`config.mk`:
```
export PLATFORM = sky130hd
export DESIGN_NAME = i2c_regfile_slave
export DESIGN_NICKNAME = d
export VERILOG_FILES = /design/src/rtl/i2c_regfile_slave.sv
export SDC_FILE = /design/constraint.sdc
export NUM_CORES = 2
export LEC_CHECK = 0
export ABC_AREA = 1
export ABC_CLOCK_PERIOD_IN_PS = 4200
export BUFFER_PORTS_ARGS = -buffer_cell sky130_fd_sc_hd__buf_2
export CAP_MARGIN = 0
export CORE_ASPECT_RATIO = 1.5
export CORE_MARGIN = 5
export CORE_UTILIZATION = 47
export CTS_CLUSTER_DIAMETER = 120
export CTS_CLUSTER_SIZE = 20
export DETAILED_ROUTE_END_ITERATION = 8
export PLACE_DENSITY = 0.62
export SYNTH_ARGS = -nofsm -noshare
export SYNTH_HDL_FRONTEND = slang
export SYNTH_SLANG_ARGS = --single-unit
```
`constraint.sdc`:
```
create_clock -name clk -period 4.2 [get_ports clk]
set_clock_uncertainty 0.05 [all_clocks]
set_input_delay 0.84 -clock clk [delete_from_list [all_inputs] [get_ports clk]]
set_output_delay 0.84 -clock clk [all_outputs]
set_load 0.03 [all_outputs]
```
`src/rtl/i2c_regfile_slave.sv`:
```
module i2c_regfile_slave #(
  parameter logic [6:0] DEV_ADDR = 7'h69,
  parameter int         AW       = 8,
  parameter int         NOE      = 6,
  parameter logic [7:0] OE_REG   = 8'h09
) (
  input  logic           clk,
  input  logic           rst_n,
  input  logic           scl_i,
  input  logic           sda_i,
  output logic           sda_oe,
  output logic [NOE-1:0] clk_en
);
  localparam int         NREG    = 1 << AW;
  localparam logic [7:0] OE_MASK = 8'((1 << NOE) - 1);

  typedef enum logic [2:0] {
    S_IDLE, S_DEV, S_REG, S_WR, S_ACK, S_TX, S_MACK, S_OFF
  } st_t;

  st_t           st, ack_to;
  logic [2:0]    scl_q, sda_q;
  logic [3:0]    cnt;
  logic [7:0]    sh, tx;
  logic [AW-1:0] ptr;
  logic          mack;
  logic [7:0]    mem [NREG];

  wire scl_s    = scl_q[1];
  wire scl_d    = scl_q[2];
  wire sda_s    = sda_q[1];
  wire sda_d    = sda_q[2];
  wire scl_rise = scl_s & ~scl_d;
  wire scl_fall = ~scl_s & scl_d;
  wire start_c  = scl_s & scl_d & sda_d & ~sda_s;
  wire stop_c   = scl_s & scl_d & ~sda_d & sda_s;
  wire byte_end = scl_fall && (cnt == 4'd8);

  wire [7:0] rd_byte = mem[ptr];
  wire [7:0] wr_byte = (ptr == AW'(OE_REG)) ? (sh & OE_MASK) : sh;

  assign clk_en = mem[AW'(OE_REG)][NOE-1:0];

  always_ff @(posedge clk or negedge rst_n) begin
    if (!rst_n) begin
      scl_q  <= '1;
      sda_q  <= '1;
      st     <= S_IDLE;
      ack_to <= S_IDLE;
      cnt    <= '0;
      sh     <= '0;
      tx     <= '0;
      ptr    <= '0;
      mack   <= 1'b0;
      sda_oe <= 1'b0;
      for (int i = 0; i < NREG; i++) mem[i] <= '0;
    end else begin
      scl_q <= {scl_q[1:0], scl_i};
      sda_q <= {sda_q[1:0], sda_i};
      if (start_c) begin
        st     <= S_DEV;
        cnt    <= '0;
        sda_oe <= 1'b0;
      end else if (stop_c) begin
        st     <= S_IDLE;
        sda_oe <= 1'b0;
      end else begin
        case (st)
          S_DEV, S_REG, S_WR: begin
            if (scl_rise) begin
              sh  <= {sh[6:0], sda_s};
              cnt <= cnt + 4'd1;
            end else if (byte_end) begin
              cnt <= '0;
              if (st == S_DEV) begin
                if (sh[7:1] == DEV_ADDR) begin
                  sda_oe <= 1'b1;
                  ack_to <= sh[0] ? S_TX : S_REG;
                  st     <= S_ACK;
                end else begin
                  st <= S_OFF;
                end
              end else begin
                if (st == S_REG) begin
                  ptr <= sh[AW-1:0];
                end else begin
                  mem[ptr] <= wr_byte;
                  ptr      <= ptr + 1'b1;
                end
                sda_oe <= 1'b1;
                ack_to <= S_WR;
                st     <= S_ACK;
              end
            end
          end
          S_ACK: begin
            if (scl_fall) begin
              cnt <= '0;
              if (ack_to == S_TX) begin
                tx     <= rd_byte;
                sda_oe <= ~rd_byte[7];
                st     <= S_TX;
              end else begin
                sda_oe <= 1'b0;
                st     <= ack_to;
              end
            end
          end
          S_TX: begin
            if (scl_fall) begin
              if (cnt == 4'd7) begin
                sda_oe <= 1'b0;
                ptr    <= ptr + 1'b1;
                st     <= S_MACK;
              end else begin
                tx     <= {tx[6:0], 1'b0};
                sda_oe <= ~tx[6];
                cnt    <= cnt + 4'd1;
              end
            end
          end
          S_MACK: begin
            if (scl_rise) begin
              mack <= ~sda_s;
            end else if (scl_fall) begin
              cnt <= '0;
              if (mack) begin
                tx     <= rd_byte;
                sda_oe <= ~rd_byte[7];
                st     <= S_TX;
              end else begin
                st <= S_OFF;
              end
            end
          end
          default: ;
        endcase
      end
    end
  end
endmodule

```
* Word level (Yosys, flattened, before mapping)
Cells that the tools add are included.
Storage, ports and cells: output and inout bits 7, flip-flop bits (word level) 2089, word-level logic and storage cells 404, bits of input ports 4
Operators by class: muxes and demuxes 62, bitwise operators 19, add/subtract/negate cells 2, $lt $le $gt $ge 2, reduce and logical (&&, ||, !) cells 16, equality and inequality tests 37
Operators by type and width (count):
- bitwise mux 2048 bit | 1
- two-way mux 8 bit | 10
- binary-select mux 8 bit (select 8 bit) | 1
- demux 8 bit (select 8 bit) | 1
- two-way mux 7 bit | 7
- two-way mux 3 bit | 14
- != test 4 bit, second input constant | 9
- two-way mux 4 bit | 8
- != test 2 bit, second input constant | 12
- case mux 7 bit (3 select lines) | 1
- case mux 4 bit (4 select lines) | 1
- case mux 8 bit (2 select lines) | 1
- AND reduction 8 bit | 2
- two-way mux 1 bit | 13
- == test 3 bit, second input constant | 4
- case mux 3 bit (4 select lines) | 1
- AND reduction 6 bit | 2
- inverter 1 bit | 11
- AND reduction 10 bit | 1
- greater-or-equal comparator 9 bit, second input constant | 1
- less-than comparator 9 x 1 -> 1 bit, second input constant | 1
- != test 3 bit, second input constant | 3
- inverter 8 -> 9 bit | 1
- AND reduction 9 bit | 1
- 21 further kinds | 31

* Depth between registers and ports, before layout
depth in word-level cells 11, mapped depth 19

* Worst setup path before layout
Ideal clock, no wire load.
path type reg-to-reg, from register ptr[1], to register mem[1134] in the netlist's numbering, required time 4.014 ns, cell stages (with the launch flop) 17, setup time 0.136 ns, period minus slack after synthesis 3.230 ns, path slack 0.970 ns, arrival 3.044 ns, cell sequence dfrtp_1 clkbuf_1 clkinv_1 clkbuf_1 buf_2 clkbuf_1 ha_1 clkbuf_1 inv_1 nor2_2 inv_1 nor2_1 inv_2 nand2_1 buf_2 clkbuf_1 o21ai_0
Between the ends: longest elaborated chain between the ends 6, elaborated cells on any way between the ends 9, those cells by class order compare: 2; eq/ne: 1; mux: 4; bitwise: 1; reduce/logical: 1
RTL lines:
- start: declaration | line 25 | logic [AW-1:0] ptr;
- start signal: assignment | line 85 | ptr <= sh[AW-1:0];
- start signal: assignment | line 88 | ptr <= ptr + 1'b1;
- start signal: assignment | line 113 | ptr <= ptr + 1'b1;
- inverter 8 -> 9 bit (implied by the code) | line 87 | mem[ptr] <= wr_byte;
- greater-or-equal comparator 9 bit (implied by the code) or less-than comparator 9 x 1 -> 1 bit (tied branches) | line 87
- logical AND 1 bit (implied by the code) | line 87
- two-way mux 8 bit (implied by the code) | line 87
- demux 8 bit (select 8 bit) | line 87
- bitwise mux 2048 bit * | line 87
- end signal: indexed assignment | line 87
- end: declaration | line 27 | logic [7:0] mem [NREG];
Every way passes the cells marked *; elsewhere a longest branch is shown, timed or not. A chain may end at the register's enable or synchronous reset.

* Worst setup path in the final report
from register ptr[1], to register tx[4]
Between the ends: longest elaborated chain between the ends 8, elaborated cells on any way between the ends 10, those cells by class mux: 9; bitwise: 1
RTL lines:
- inverter 8 -> 9 bit (implied by the code) * | line 39 | wire [7:0] rd_byte = mem[ptr];
- binary-select mux 8 bit (select 8 bit) * | line 39
- two-way mux 8 bit (implied by the code) * (2 in series) | line 39
- two-way mux 7 bit | line 127 | if (mack) begin
- two-way mux 7 bit | line 125 | end else if (scl_fall) begin
- two-way mux 7 bit | line 123 | if (scl_rise) begin
- case mux 7 bit (3 select lines) * | line 68 | case (st)
- end signal: assignment | line 100 | tx <= rd_byte;
- end signal: assignment | line 116 | tx <= {tx[6:0], 1'b0};
- end signal: assignment | line 128 | tx <= rd_byte;
- end: declaration | line 24 | logic [7:0] sh, tx;
Every way passes the cells marked *; elsewhere a longest branch is shown, timed or not. The select of a mux whose other input is x is not followed.

==> flow_metrics.tcl <==
set metrics [dict create \
    cts.root.buffer_cell "clkbuf_16" \
    slew_viol_final 0 \
    dieWidth_um 380 \
    fp.dieH_um 565 \
    busiest_layer "met2" \
    die_area_um2 215000 \
    port_buffers 10 \
    syn_area_um2 96600 \
    fmax_mhz 275 \
    drv_cap 0 \
    synth-simple-area-share 0.234 \
    finalNonFillerCells 14231 \
    synth_adder_area_share 0.000777 \
    antenna_found_initial 4 \
    yosys.area.top_type "dfrtp_1" \
    hp-class "input port to flip-flop" \
    insertion_delay_ns 0.79 \
    post_dp_cell_area_um2 99100 \
    slew_headroom 0.270 \
    wl_per_cell_um 21.3 \
    r2r_start "ptr[1]$_DFFE_PN0P_" \
    drive_above_1_share 0.0510 \
    track_usage 0.278 \
    start_util 0.471 \
    finalSetupViolations 0 \
    r2r_setup_slack_ns 0.56 \
    ant_nets 0 \
    globalplace.congestion 0.875 \
    period_share 0.866 \
    crit_path_max_fanout 62 \
    crit_path_end_kind "flip-flop" \
    tritoncts "done" \
    worst_r2r_path_depth 17 \
    timing.rr.end "tx[4]$_DFFE_PN0P_" \
    vias 81493 \
    holdPathEnd "sda_q[0]$_DFF_PN1_" \
    postSynth.asyncResetShare 1.00 \
    dp_hpwl_um 181000 \
    via_per_inst 5.73 \
    worst_setup_path_start_kind "flip-flop" \
    cts_buffer_depth 3 \
    core_um2 205000 \
    io_pins 11 \
    first_global_vias 77679 \
    drt-initial-drc-count 8353 \
    postCtsHoldBufs 1 \
    arrival_ns 4.27 \
    p_per_area_nw_per_um2 540 \
    synth_compound_area_frac 0.175 \
    grt_max_degree 153 \
    ys_seq_elements 2089 \
    outcome "finished clean" \
    yosys_warnings 0 \
    fin_hold_ws_ns 0.143 \
    synth.avg_cell_area_um2 7.98 \
    synth_mux_area_frac 0.000104 \
    cts_htree_levels 3 \
    nFillCells 19909 \
    grt_pass1_wl_um 473000 \
    cts.sink_count 2089 \
    syn_inst 12107 \
    firstDrtPassIters 8 \
    fin_util 0.498 \
    irDropWorstVdd_uv 727 \
    ys.flop_type "dfrtp_1" \
    yosys-top-cells-area "dfrtp_1 (54%), nand2_1 (14%), o21ai_0 (13%)" \
    fin_crit_ns 3.64 \
    cp.required_ns 4.83 \
    hold_viol_final 0 \
    ys_types 49 \
    use_met2 0.466 \
    wl_um 303000 \
    design_area_um2 102000 \
    postCtsSetupBuffers 0 \
    use_met3 0.0358 \
    syn_nets 12117 \
    netlist.area_leader.share 0.539 \
    grt-ovfl-total 0 \
    min_from "sda_i" \
    critical_path_class "flip-flop to flip-flop" \
    numCtsBuffers 115 \
    synth_xor_area_frac 0.000181 \
    drcViolationCount 0 \
    hold_depth 1 \
    synth.top_cells.by_count "nand2_1 (3519), o21ai_0 (2547), dfrtp_1 (2083)" \
    grt_use_met1 0.365 \
    nNetsFinal 11538 \
    worst_pin_slew_ns 1.09 \
    p_leak_nw 46.3 \
    place_inst 14088 \
    path_clk_slew_ns 0.10 \
    timing.setup.tns_ns 0 \
    synth_edf_count 0 \
    areaGrowthSynthToFinish_pct 5.69 \
    rsz0062_at_grt "no" \
    row_count 204 \
    cts_resized 0 \
    synth_top_family_by_area "simple AND/OR/NAND/NOR gates" \
    ys_seq_area_frac 0.541 \
    synth.most_common_cell "nand2_1" \
]
==> state kept, by name, summed over array words and instances, names as in the netlist <==
register	flops
mack	1
ack_to	3
tx	7
sh	8
mem	2042
sda_q	3
sda_oe	1
cnt	4
scl_q	3
st	3
ptr	8
clk_en	6
==> how the worst max path moves through the flow <==
stage	startpoint	endpoint	slack, ns	cells after the start
after CTS	ptr[1]$_DFFE_PN0P_	tx[3]$_DFFE_PN0P_	0.62	15
after global routing	ptr[1]$_DFFE_PN0P_	tx[4]$_DFFE_PN0P_	0.48	17
after floorplan	ptr[1]$_DFFE_PN0P_	mem[1134]$_DFFE_PN0P_	0.97	16
after detailed placement	ptr[1]$_DFFE_PN0P_	tx[6]$_DFFE_PN0P_	0.66	13
final	ptr[1]$_DFFE_PN0P_	tx[4]$_DFFE_PN0P_	0.56	17
after global placement	ptr[1]$_DFFE_PN0P_	tx[3]$_DFFE_PN0P_	0.59	15
==> layout by cell type (no fill, tap or decap), types with 54 or more instances in the layout <==
cell | synthesis | final
buf_12 | 0 | 83
buf_4 | 17 | 165
clkbuf_16 | 0 | 117
dfrtp_1 | 2083 | 2081
inv_1 | 172 | 166
nand2_1 | 3519 | 3517
nand4_1 | 96 | 96
nand4_4 | 54 | 54
nor2_1 | 1671 | 1668
o21ai_0 | 2547 | 2547
o21ai_1 | 680 | 680
o22ai_1 | 91 | 91
==> metal layers <==
layer | wire [um] | vias to the layer above
met2 | 144000 | 2747
met5 | 20 | -
met4 | 15300 | 2
met3 | 18200 | 602
li1 | - | 38225
met1 | 126000 | 39917
==> final cells by class <==
class / count / area [um2] / area share
Antenna cell: 2 / 5.00 / 0.0000490
Clock buffer: 132 / 2980 / 0.0292
Clock inverter: 8 / 93.8 / 0.000919
Inverter: 191 / 785 / 0.00768
Multi-Input combinational cell: 8873 / 39700 / 0.388
Sequential cell: 2089 / 52300 / 0.512
Tap cell: 2678 / 3350 / 0.0328
Timing Repair Buffer: 258 / 2960 / 0.0289
==> power by group <==
part	switching [mW]	total (mW)	internal, mW	leakage (nW)
registers	0.206	20.4	20.2	29.1
logic	17.4	22.9	5.53	15.6
clock network	6.74	11.8	5.03	1.51
total	24.3	55.1	30.8	46.3
==> through the flow <==
| stage | worst slack (ns) | total power, mW |
|---|---|---|
| 3_5_place_dp | 0.658 | 43.5 |
| 5_1_grt | 0.476 | 58.0 |
| 2_1_floorplan | 0.970 | 34.4 |
| 6_report | 0.564 | 55.1 |
| 3_3_place_gp | 0.593 | 43.5 |
| 4_1_cts | 0.621 | 55.2 |
==> worst max-delay path, stage by stage (launching register included) <==
cell and delay (ns):
dfrtp_4 0.59, inv_8 0.52, buf_12 0.30, buf_12 0.19, nor2_1 0.05, o21ai_0 0.07, nand2_1 0.08, nand2_1 0.06
nand2_1 0.05, nor2_1 0.36, nor2_1 0.19, nor2_1 0.13, nand2_1 0.10, nand2_1 0.16, and2_0 0.29, nand2_1 0.12
nand2_1 0.09, nand2_1 0.06
==> cell families (layout without fill, tap and decap cells) <==
logic type,Yosys count,after routing
simple gates,5515,5515
compound gates,3349,3349
flops,2089,2089
buf+inv,1145,589
fa+ha+maj,6,6
xor+xnor,2,2
mux,1,1
other cells,0,2
Power figures use the tool's default switching activity.
